`src/rtl/sq_pkg.sv`:
```
// Package: shared types for the store queue.
// Assumes nothing beyond SystemVerilog 2017.
package sq_pkg;
    // Action taken by the writeback step on the entry at the writeback pointer
    typedef enum logic [1:0] {
        WB_IDLE   = 2'd0,
        WB_BYPASS = 2'd1,
        WB_SEND   = 2'd2
    } wb_act_e;
endpackage

```
`src/rtl/sq_retire_scan.sv`:
```
// Module: counts the run of completed entries starting at the head.
// Assumes cnt never exceeds DEPTH-1 and done[] is valid for held entries.
module sq_retire_scan #(
    parameter int DEPTH = 8,
    localparam int IW = $clog2(DEPTH),
    localparam int CW = $clog2(DEPTH + 1)
) (
    input  logic [IW-1:0]    head,
    input  logic [CW-1:0]    cnt,
    input  logic [DEPTH-1:0] done,
    output logic [CW-1:0]    ret_n
);
    // Walk from the head while entries are held and completed
    always_comb begin
        int  n;
        int  idx;
        logic run;
        n   = 0;
        run = 1'b1;
        for (int k = 0; k < DEPTH; k++) begin
            idx = int'(head) + k;
            if (idx >= DEPTH) idx -= DEPTH;
            if (run && (k < int'(cnt)) && done[idx]) n++;
            else run = 1'b0;
        end
        ret_n = CW'(n);
    end
endmodule

```
`src/rtl/sq_wb_step.sv`:
```
// Module: decides the writeback action for the entry at the writeback pointer.
// Assumes one entry is considered per cycle (a single write channel).
module sq_wb_step
    import sq_pkg::*;
(
    input  logic    have_elig,
    input  logic    at_tail,
    input  logic    ent_elig,
    input  logic    ent_zero,
    input  logic    ent_pref,
    input  logic    blocked,
    input  logic    wr_ready,
    input  logic    wr_hit,
    output wb_act_e act,
    output logic    wr_valid,
    output logic    advance,
    output logic    complete
);
    logic go;
    assign go = have_elig && !at_tail && ent_elig;

    // Choose bypass, send or idle for this cycle
    always_comb begin
        act = WB_IDLE;
        if (go && ent_zero)                  act = WB_BYPASS;
        else if (go && !blocked && ent_pref) act = WB_BYPASS;
        else if (go && !blocked)             act = WB_SEND;
    end

    // Derive handshake and completion from the chosen action
    always_comb begin
        wr_valid = (act == WB_SEND);
        advance  = (act == WB_BYPASS) || (wr_valid && wr_ready);
        complete = (act == WB_BYPASS) || (wr_valid && wr_ready && wr_hit);
    end
endmodule

```
`src/rtl/sq_stall_track.sv`:
```
// Module: holds one stalled load and pulses a replay when its store completes.
// Assumes stall_set is raised only while no stall is pending.
module sq_stall_track #(
    parameter int SEQ_W = 8,
    parameter int LQ_IW = 4
) (
    input  logic             clk,
    input  logic             rst_n,
    input  logic             stall_set,
    input  logic [SEQ_W-1:0] stall_seq,
    input  logic [LQ_IW-1:0] stall_ld_idx,
    input  logic             cmp_a_v,
    input  logic [SEQ_W-1:0] cmp_a_seq,
    input  logic             cmp_b_v,
    input  logic [SEQ_W-1:0] cmp_b_seq,
    output logic             replay_valid,
    output logic [LQ_IW-1:0] replay_ld_idx
);
    logic             active;
    logic [SEQ_W-1:0] wait_seq;
    logic [LQ_IW-1:0] wait_ld;
    logic             match;

    assign match = active && ((cmp_a_v && cmp_a_seq == wait_seq) ||
                              (cmp_b_v && cmp_b_seq == wait_seq));

    // Track the stall and emit a one-cycle replay on a matching completion
    always_ff @(posedge clk) begin
        if (!rst_n) begin
            active        <= 1'b0;
            wait_seq      <= '0;
            wait_ld       <= '0;
            replay_valid  <= 1'b0;
            replay_ld_idx <= '0;
        end else begin
            replay_valid <= 1'b0;
            if (match) begin
                active        <= 1'b0;
                replay_valid  <= 1'b1;
                replay_ld_idx <= wait_ld;
            end else if (stall_set) begin
                active   <= 1'b1;
                wait_seq <= stall_seq;
                wait_ld  <= stall_ld_idx;
            end
        end
    end
endmodule

```
`src/rtl/sq_commit_wb.sv`:
```
// Module: circular store queue with commit, in-order writeback and in-order retire.
// Assumes rising sequence numbers, no squash of eligible stores, and no
// allocation in a squash cycle.
module sq_commit_wb
    import sq_pkg::*;
#(
    parameter int DEPTH  = 8,
    parameter int SEQ_W  = 8,
    parameter int ADDR_W = 16,
    parameter int DATA_W = 32,
    parameter int SIZE_W = 4,
    parameter int LQ_IW  = 4,
    localparam int IW = $clog2(DEPTH),
    localparam int CW = $clog2(DEPTH + 1)
) (
    input  logic              clk,
    input  logic              rst_n,
    input  logic              alloc_valid,
    input  logic [SEQ_W-1:0]  alloc_seq,
    input  logic [ADDR_W-1:0] alloc_addr,
    input  logic [DATA_W-1:0] alloc_data,
    input  logic [SIZE_W-1:0] alloc_size,
    input  logic              alloc_pref,
    input  logic              alloc_nonspec,
    output logic              alloc_ready,
    output logic [IW-1:0]     alloc_idx,
    input  logic              commit_valid,
    input  logic [SEQ_W-1:0]  commit_seq,
    input  logic              squash_valid,
    input  logic [SEQ_W-1:0]  squash_seq,
    output logic              wr_valid,
    input  logic              wr_ready,
    input  logic              wr_hit,
    output logic [ADDR_W-1:0] wr_addr,
    output logic [DATA_W-1:0] wr_data,
    output logic [SIZE_W-1:0] wr_size,
    output logic [IW-1:0]     wr_idx,
    input  logic              cache_blocked,
    input  logic              cpl_valid,
    input  logic [IW-1:0]     cpl_idx,
    input  logic              stall_set,
    input  logic [SEQ_W-1:0]  stall_seq,
    input  logic [LQ_IW-1:0]  stall_ld_idx,
    output logic              replay_valid,
    output logic [LQ_IW-1:0]  replay_ld_idx,
    output logic [CW-1:0]     occupancy
);
    // Entry storage
    logic [SEQ_W-1:0]  e_seq  [DEPTH];
    logic [ADDR_W-1:0] e_addr [DEPTH];
    logic [DATA_W-1:0] e_data [DEPTH];
    logic [SIZE_W-1:0] e_size [DEPTH];
    logic [DEPTH-1:0]  e_pref;
    logic [DEPTH-1:0]  e_elig;
    logic [DEPTH-1:0]  e_done;

    // Pointers and counters
    logic [IW-1:0] head, tail, wbp;
    logic [CW-1:0] cnt, elig_cnt, ret_n;

    logic [DEPTH-1:0] in_q, mark, kill;
    logic             alloc_fire;
    logic             c_step;
    logic             advance;
    wb_act_e          act;

    function automatic logic [IW-1:0] ring_add(input logic [IW-1:0] p, input int n);
        int s;
        s = int'(p) + n;
        if (s >= DEPTH) s -= DEPTH;
        return IW'(s);
    endfunction

    function automatic int ring_off(input int i, input logic [IW-1:0] h);
        int o;
        o = i - int'(h);
        if (o < 0) o += DEPTH;
        return o;
    endfunction

    assign alloc_ready = int'(cnt) < DEPTH - 1;
    assign alloc_fire  = alloc_valid && alloc_ready;
    assign alloc_idx   = tail;
    assign occupancy   = cnt;

    // Per-entry membership, commit marking and squash selection
    for (genvar g = 0; g < DEPTH; g++) begin : g_sel
        assign in_q[g] = ring_off(g, head) < int'(cnt);
        assign mark[g] = commit_valid && in_q[g] && !e_elig[g] && (e_seq[g] <= commit_seq);
        assign kill[g] = squash_valid && in_q[g] && (e_seq[g] > squash_seq);
    end

    sq_retire_scan #(.DEPTH(DEPTH)) u_scan (
        .head  (head),
        .cnt   (cnt),
        .done  (e_done),
        .ret_n (ret_n)
    );

    sq_wb_step u_step (
        .have_elig (elig_cnt != '0),
        .at_tail   (wbp == tail),
        .ent_elig  (e_elig[wbp]),
        .ent_zero  (e_size[wbp] == '0),
        .ent_pref  (e_pref[wbp]),
        .blocked   (cache_blocked),
        .wr_ready  (wr_ready),
        .wr_hit    (wr_hit),
        .act       (act),
        .wr_valid  (wr_valid),
        .advance   (advance),
        .complete  (c_step)
    );

    assign wr_addr = e_addr[wbp];
    assign wr_data = e_data[wbp];
    assign wr_size = e_size[wbp];
    assign wr_idx  = wbp;

    sq_stall_track #(.SEQ_W(SEQ_W), .LQ_IW(LQ_IW)) u_stall (
        .clk           (clk),
        .rst_n         (rst_n),
        .stall_set     (stall_set),
        .stall_seq     (stall_seq),
        .stall_ld_idx  (stall_ld_idx),
        .cmp_a_v       (c_step),
        .cmp_a_seq     (e_seq[wbp]),
        .cmp_b_v       (cpl_valid),
        .cmp_b_seq     (e_seq[cpl_idx]),
        .replay_valid  (replay_valid),
        .replay_ld_idx (replay_ld_idx)
    );

    // Entry fields: load on allocation
    for (genvar g = 0; g < DEPTH; g++) begin : g_ent
        always_ff @(posedge clk) begin
            if (alloc_fire && tail == IW'(g)) begin
                e_seq[g]  <= alloc_seq;
                e_addr[g] <= alloc_addr;
                e_data[g] <= alloc_data;
                e_size[g] <= alloc_size;
                e_pref[g] <= alloc_pref;
            end
        end

        // Entry flags: eligibility and completion
        always_ff @(posedge clk) begin
            if (!rst_n) begin
                e_elig[g] <= 1'b0;
                e_done[g] <= 1'b0;
            end else if (alloc_fire && tail == IW'(g)) begin
                e_elig[g] <= alloc_nonspec;
                e_done[g] <= 1'b0;
            end else begin
                if (mark[g]) e_elig[g] <= 1'b1;
                if (kill[g]) e_elig[g] <= 1'b0;
                if ((c_step && wbp == IW'(g)) || (cpl_valid && cpl_idx == IW'(g)))
                    e_done[g] <= 1'b1;
            end
        end
    end

    // Pointers, occupancy and the eligible counter
    always_ff @(posedge clk) begin
        if (!rst_n) begin
            head     <= '0;
            tail     <= '0;
            wbp      <= '0;
            cnt      <= '0;
            elig_cnt <= '0;
        end else begin
            head <= ring_add(head, int'(ret_n));
            if (squash_valid)
                tail <= ring_add(head, int'(cnt) - $countones(kill));
            else if (alloc_fire)
                tail <= ring_add(tail, 1);
            if (advance) wbp <= ring_add(wbp, 1);
            cnt <= CW'(int'(cnt) + int'(alloc_fire) - int'(ret_n) - $countones(kill));
            elig_cnt <= CW'(int'(elig_cnt) + $countones(mark)
                            + int'(alloc_fire && alloc_nonspec)
                            - int'(c_step) - int'(cpl_valid));
        end
    end
endmodule

```
`config.mk`:
```
export PLATFORM = sky130hd
export DESIGN_NAME = sq_commit_wb
export DESIGN_NICKNAME = d
export VERILOG_FILES = /design/src/rtl/sq_pkg.sv /design/src/rtl/sq_retire_scan.sv /design/src/rtl/sq_wb_step.sv /design/src/rtl/sq_stall_track.sv /design/src/rtl/sq_commit_wb.sv
export SDC_FILE = /design/constraint.sdc
export NUM_CORES = 1
export LEC_CHECK = 0
export BUFFER_PORTS_ARGS = -buffer_cell sky130_fd_sc_hd__buf_2
export CAP_MARGIN = 10
export CORE_MARGIN = 2
export CORE_UTILIZATION = 60
export CTS_CLUSTER_DIAMETER = 200
export DETAILED_ROUTE_END_ITERATION = 10
export PLACE_DENSITY = 0.79
export SLEW_MARGIN = 30
export SYNTH_ARGS = -nofsm -noshare
export SYNTH_HDL_FRONTEND = slang
export SYNTH_HIERARCHICAL = 1
export SYNTH_SLANG_ARGS = --single-unit
```
`constraint.sdc`:
```
create_clock -name clk -period 10.1 [get_ports clk]
set_input_delay 0.505 -clock clk [delete_from_list [all_inputs] [get_ports clk]]
set_output_delay 0.505 -clock clk [all_outputs]
set_load 0.005 [all_outputs]
```
==> run summary <==
The flow ran to the end, and the final reports show no timing, DRC or antenna violations. For the area enclosed by the die boundary, the log shows 0.0458 mm². Clock tree synthesis selected as its root buffer the cell clkbuf_16. The detailed-route wire length was 61400 µm. The number of optimization iterations in the first detailed-route pass was 5; the power density over the cells was 206 mW/mm². The number of placed instances, taps included, is 2344. For the later-pin clock latency in the skew report, the log shows 610 ps.

Setup repair after global routing left no endpoint under its margin. The longest clock path from root to sink contains 3 buffers. Hold repair after CTS inserted 0 buffers. 172 I/O pins were placed. The logs give 2 for the depth of the CTS H-tree and 16.1k for the via count of the first global-routing pass. In this run the worst setup path begins at head[0].

Of all nets on the critical path, the largest fanout is 18. The synthesized netlist cell count was 1630; the largest net degree at the start of global routing was 67. After clock tree synthesis, the clock-pin slew on the worst setup and hold paths is 70 ps. In this run the vertical extent of the chip is 214 µm.

Port buffering added 171 buffers. The number of antenna violations at the first check in global routing came out at 7. In this run the static leakage power is 10.6 nW.

Clock period minus final worst setup slack: 7320 ps. The startpoint of the most critical register-to-register path was head[0]. The via-per-instance ratio was 6.38. On the critical path, the stage with the largest delay is an instance of dfxtp_1. The final design utilization was 0.685; the total of endpoints with negative setup slack in the final report was 0.

After clock tree synthesis, the repair step resized 0 gates. For the total count of max-transition violations in the final report, the log shows 0. The tools report the final number of hold-violating endpoints as 0. The cell area after technology mapping came out at 0.0265 mm². For the sum of net half-perimeters after detailed placement, the log shows 39100 µm.

Number of nets at the end of the flow: 2112. At the placement stage, the worst setup path has a slack of 2800 ps. The routed layout has 15.6k vias. Class of the most critical setup path: reg -> reg. The combined global-route utilization of all metal layers is 0.272. In the final routed layout, each cell accounts on average for 25.2 µm.

The number of clock buffers added by TritonCTS is 52. Final design instance area without fill: 0.0296 mm². Normalized max-slew margin: 0.349. The starting utilization of the core area is 0.612.

The die span in x is 214 µm. For the final database, setup skew stands at 16.6 ps. Summing all placed instances gives a cell area of 0.0280 mm². For this design, the sink count on the clock tree is 542. The power consumption was 6.11 mW.

For this run, the slowest stage of the critical path takes 740 ps. TritonCTS built the clock tree. The path class of the tightest hold or removal check is in -> reg. The cell that appears most often on the critical path is ha_1. The average instance area after synthesis is 16.2 µm². Summed over all layers, the global routing overflow is 0. The logs give 0.930 for the placer's final routability congestion estimate and 0 for the number of post-CTS setup repair buffers. The first global-routing pass estimated 94400 µm of wire. The transition time at the pin with the least slew margin was 977 ps; the post-layout instance count excluding filler cells was 2440.

For the setup TNS, the log shows 0 ps. In the layout the commonest cells are edfxtp_1, ha_1, buf_2, mux4_2, inv_1. The fraction of final layout cells sized beyond drive strength 1 is 0.272. The remaining routing DRC violations was 0. Critical path launch point type: a register. The worst-case vdd ir drop was 0.187 mV. The Yosys step of the flow raised 6 warnings. On the final layout, the worst hold slack is 138 ps. After floorplanning, the core was divided into 76 placement rows. The endpoint kind of the worst setup timing path was a register. For the DRC marker count from the first detailed-route iteration, the log shows 1382.

Counting every net in the synthesized netlist gives 1929. Across all setup checks in the final design, the least slack found is 2780 ps. Max-cap violations in this run came to 0. The layout overhead on the synthesized area came out at 12.0%.

The startpoint of the lowest-slack hold path is stall_ld_idx[3]. The remaining antenna violation count was 0; the upper clock frequency limit was 137 MHz. Data on the critical path is required at its endpoint by 10570 ps. The final worst-path cycle share came out at 0.725. The core region is 0.0433 mm². The layout has 2796 filler cells. Data arrives at the worst endpoint at 7790 ps.

The library cell used most frequently in the layout, excluding fill and tap cells, is edfxtp_1.
-- path summary, 6_finish.rpt --
check             depth (start not counted)  slack (ps)                  to
setup reg to reg                         31        2780        occupancy[3]
setup / recovery                         31        2780        occupancy[3]
hold reg to reg                           2         460  u_stall/wait_ld[3]
hold / removal                            3         140  u_stall/wait_ld[3]
-- sequential cells by signal, summed over array words and instances, names as in the netlist, named ones only --
name / cells
u_stall/active: 1
head: 3
e_addr: 128
wr_idx: 3
e_data: 256
alloc_idx: 3
e_done: 8
elig_cnt: 4
u_stall/replay_valid: 1
e_seq: 64
e_size: 32
u_stall/replay_ld_idx: 4
u_stall/wait_seq: 8
u_stall/wait_ld: 4
occupancy: 4
e_elig: 8
e_pref: 8
-- metal layers --
metal  up-vias  share of wire  global-route usage
li1       6838              -                   -
met1      7954           0.40               0.362
met2       625           0.49               0.452
met3       134          0.075              0.0506
met4         8          0.030               0.101
met5         -        0.00075                   0
-- power by group --
group | switching [mW] | leakage, nW | total (mW) | internal, mW
Clock | 0.820 | 0.811 | 1.90 | 1.08
Combinational | 0.763 | 4.90 | 1.40 | 0.638
Sequential | 0.129 | 4.87 | 2.81 | 2.68
Total | 1.71 | 10.6 | 6.11 | 4.40
-- area by class of cell --
type / instances / area (µm²) / area share
clock inverters: 26 / 263 / 0.00887
diodes: 3 / 7.51 / 0.000253
multi-input cells: 934 / 10100 / 0.341
inverters: 97 / 374 / 0.0126
flip-flops and latches: 542 / 15700 / 0.531
clock buffers: 67 / 1400 / 0.0472
well taps: 585 / 732 / 0.0247
repair buffers: 186 / 1010 / 0.0340
-- critical path, delay by kind of cell (launching register included) --
family	cells	cell delay [ps]
adders and majority gates	8	2690
muxes	4	1210
AOI/OAI and AO/OA	1	70
xor gates and xnor gates	5	860
buffers and inverters	4	390
DFF	1	740
and+or+nand+nor	9	1230
No activity file was read; power rests on OpenSTA's default activity.
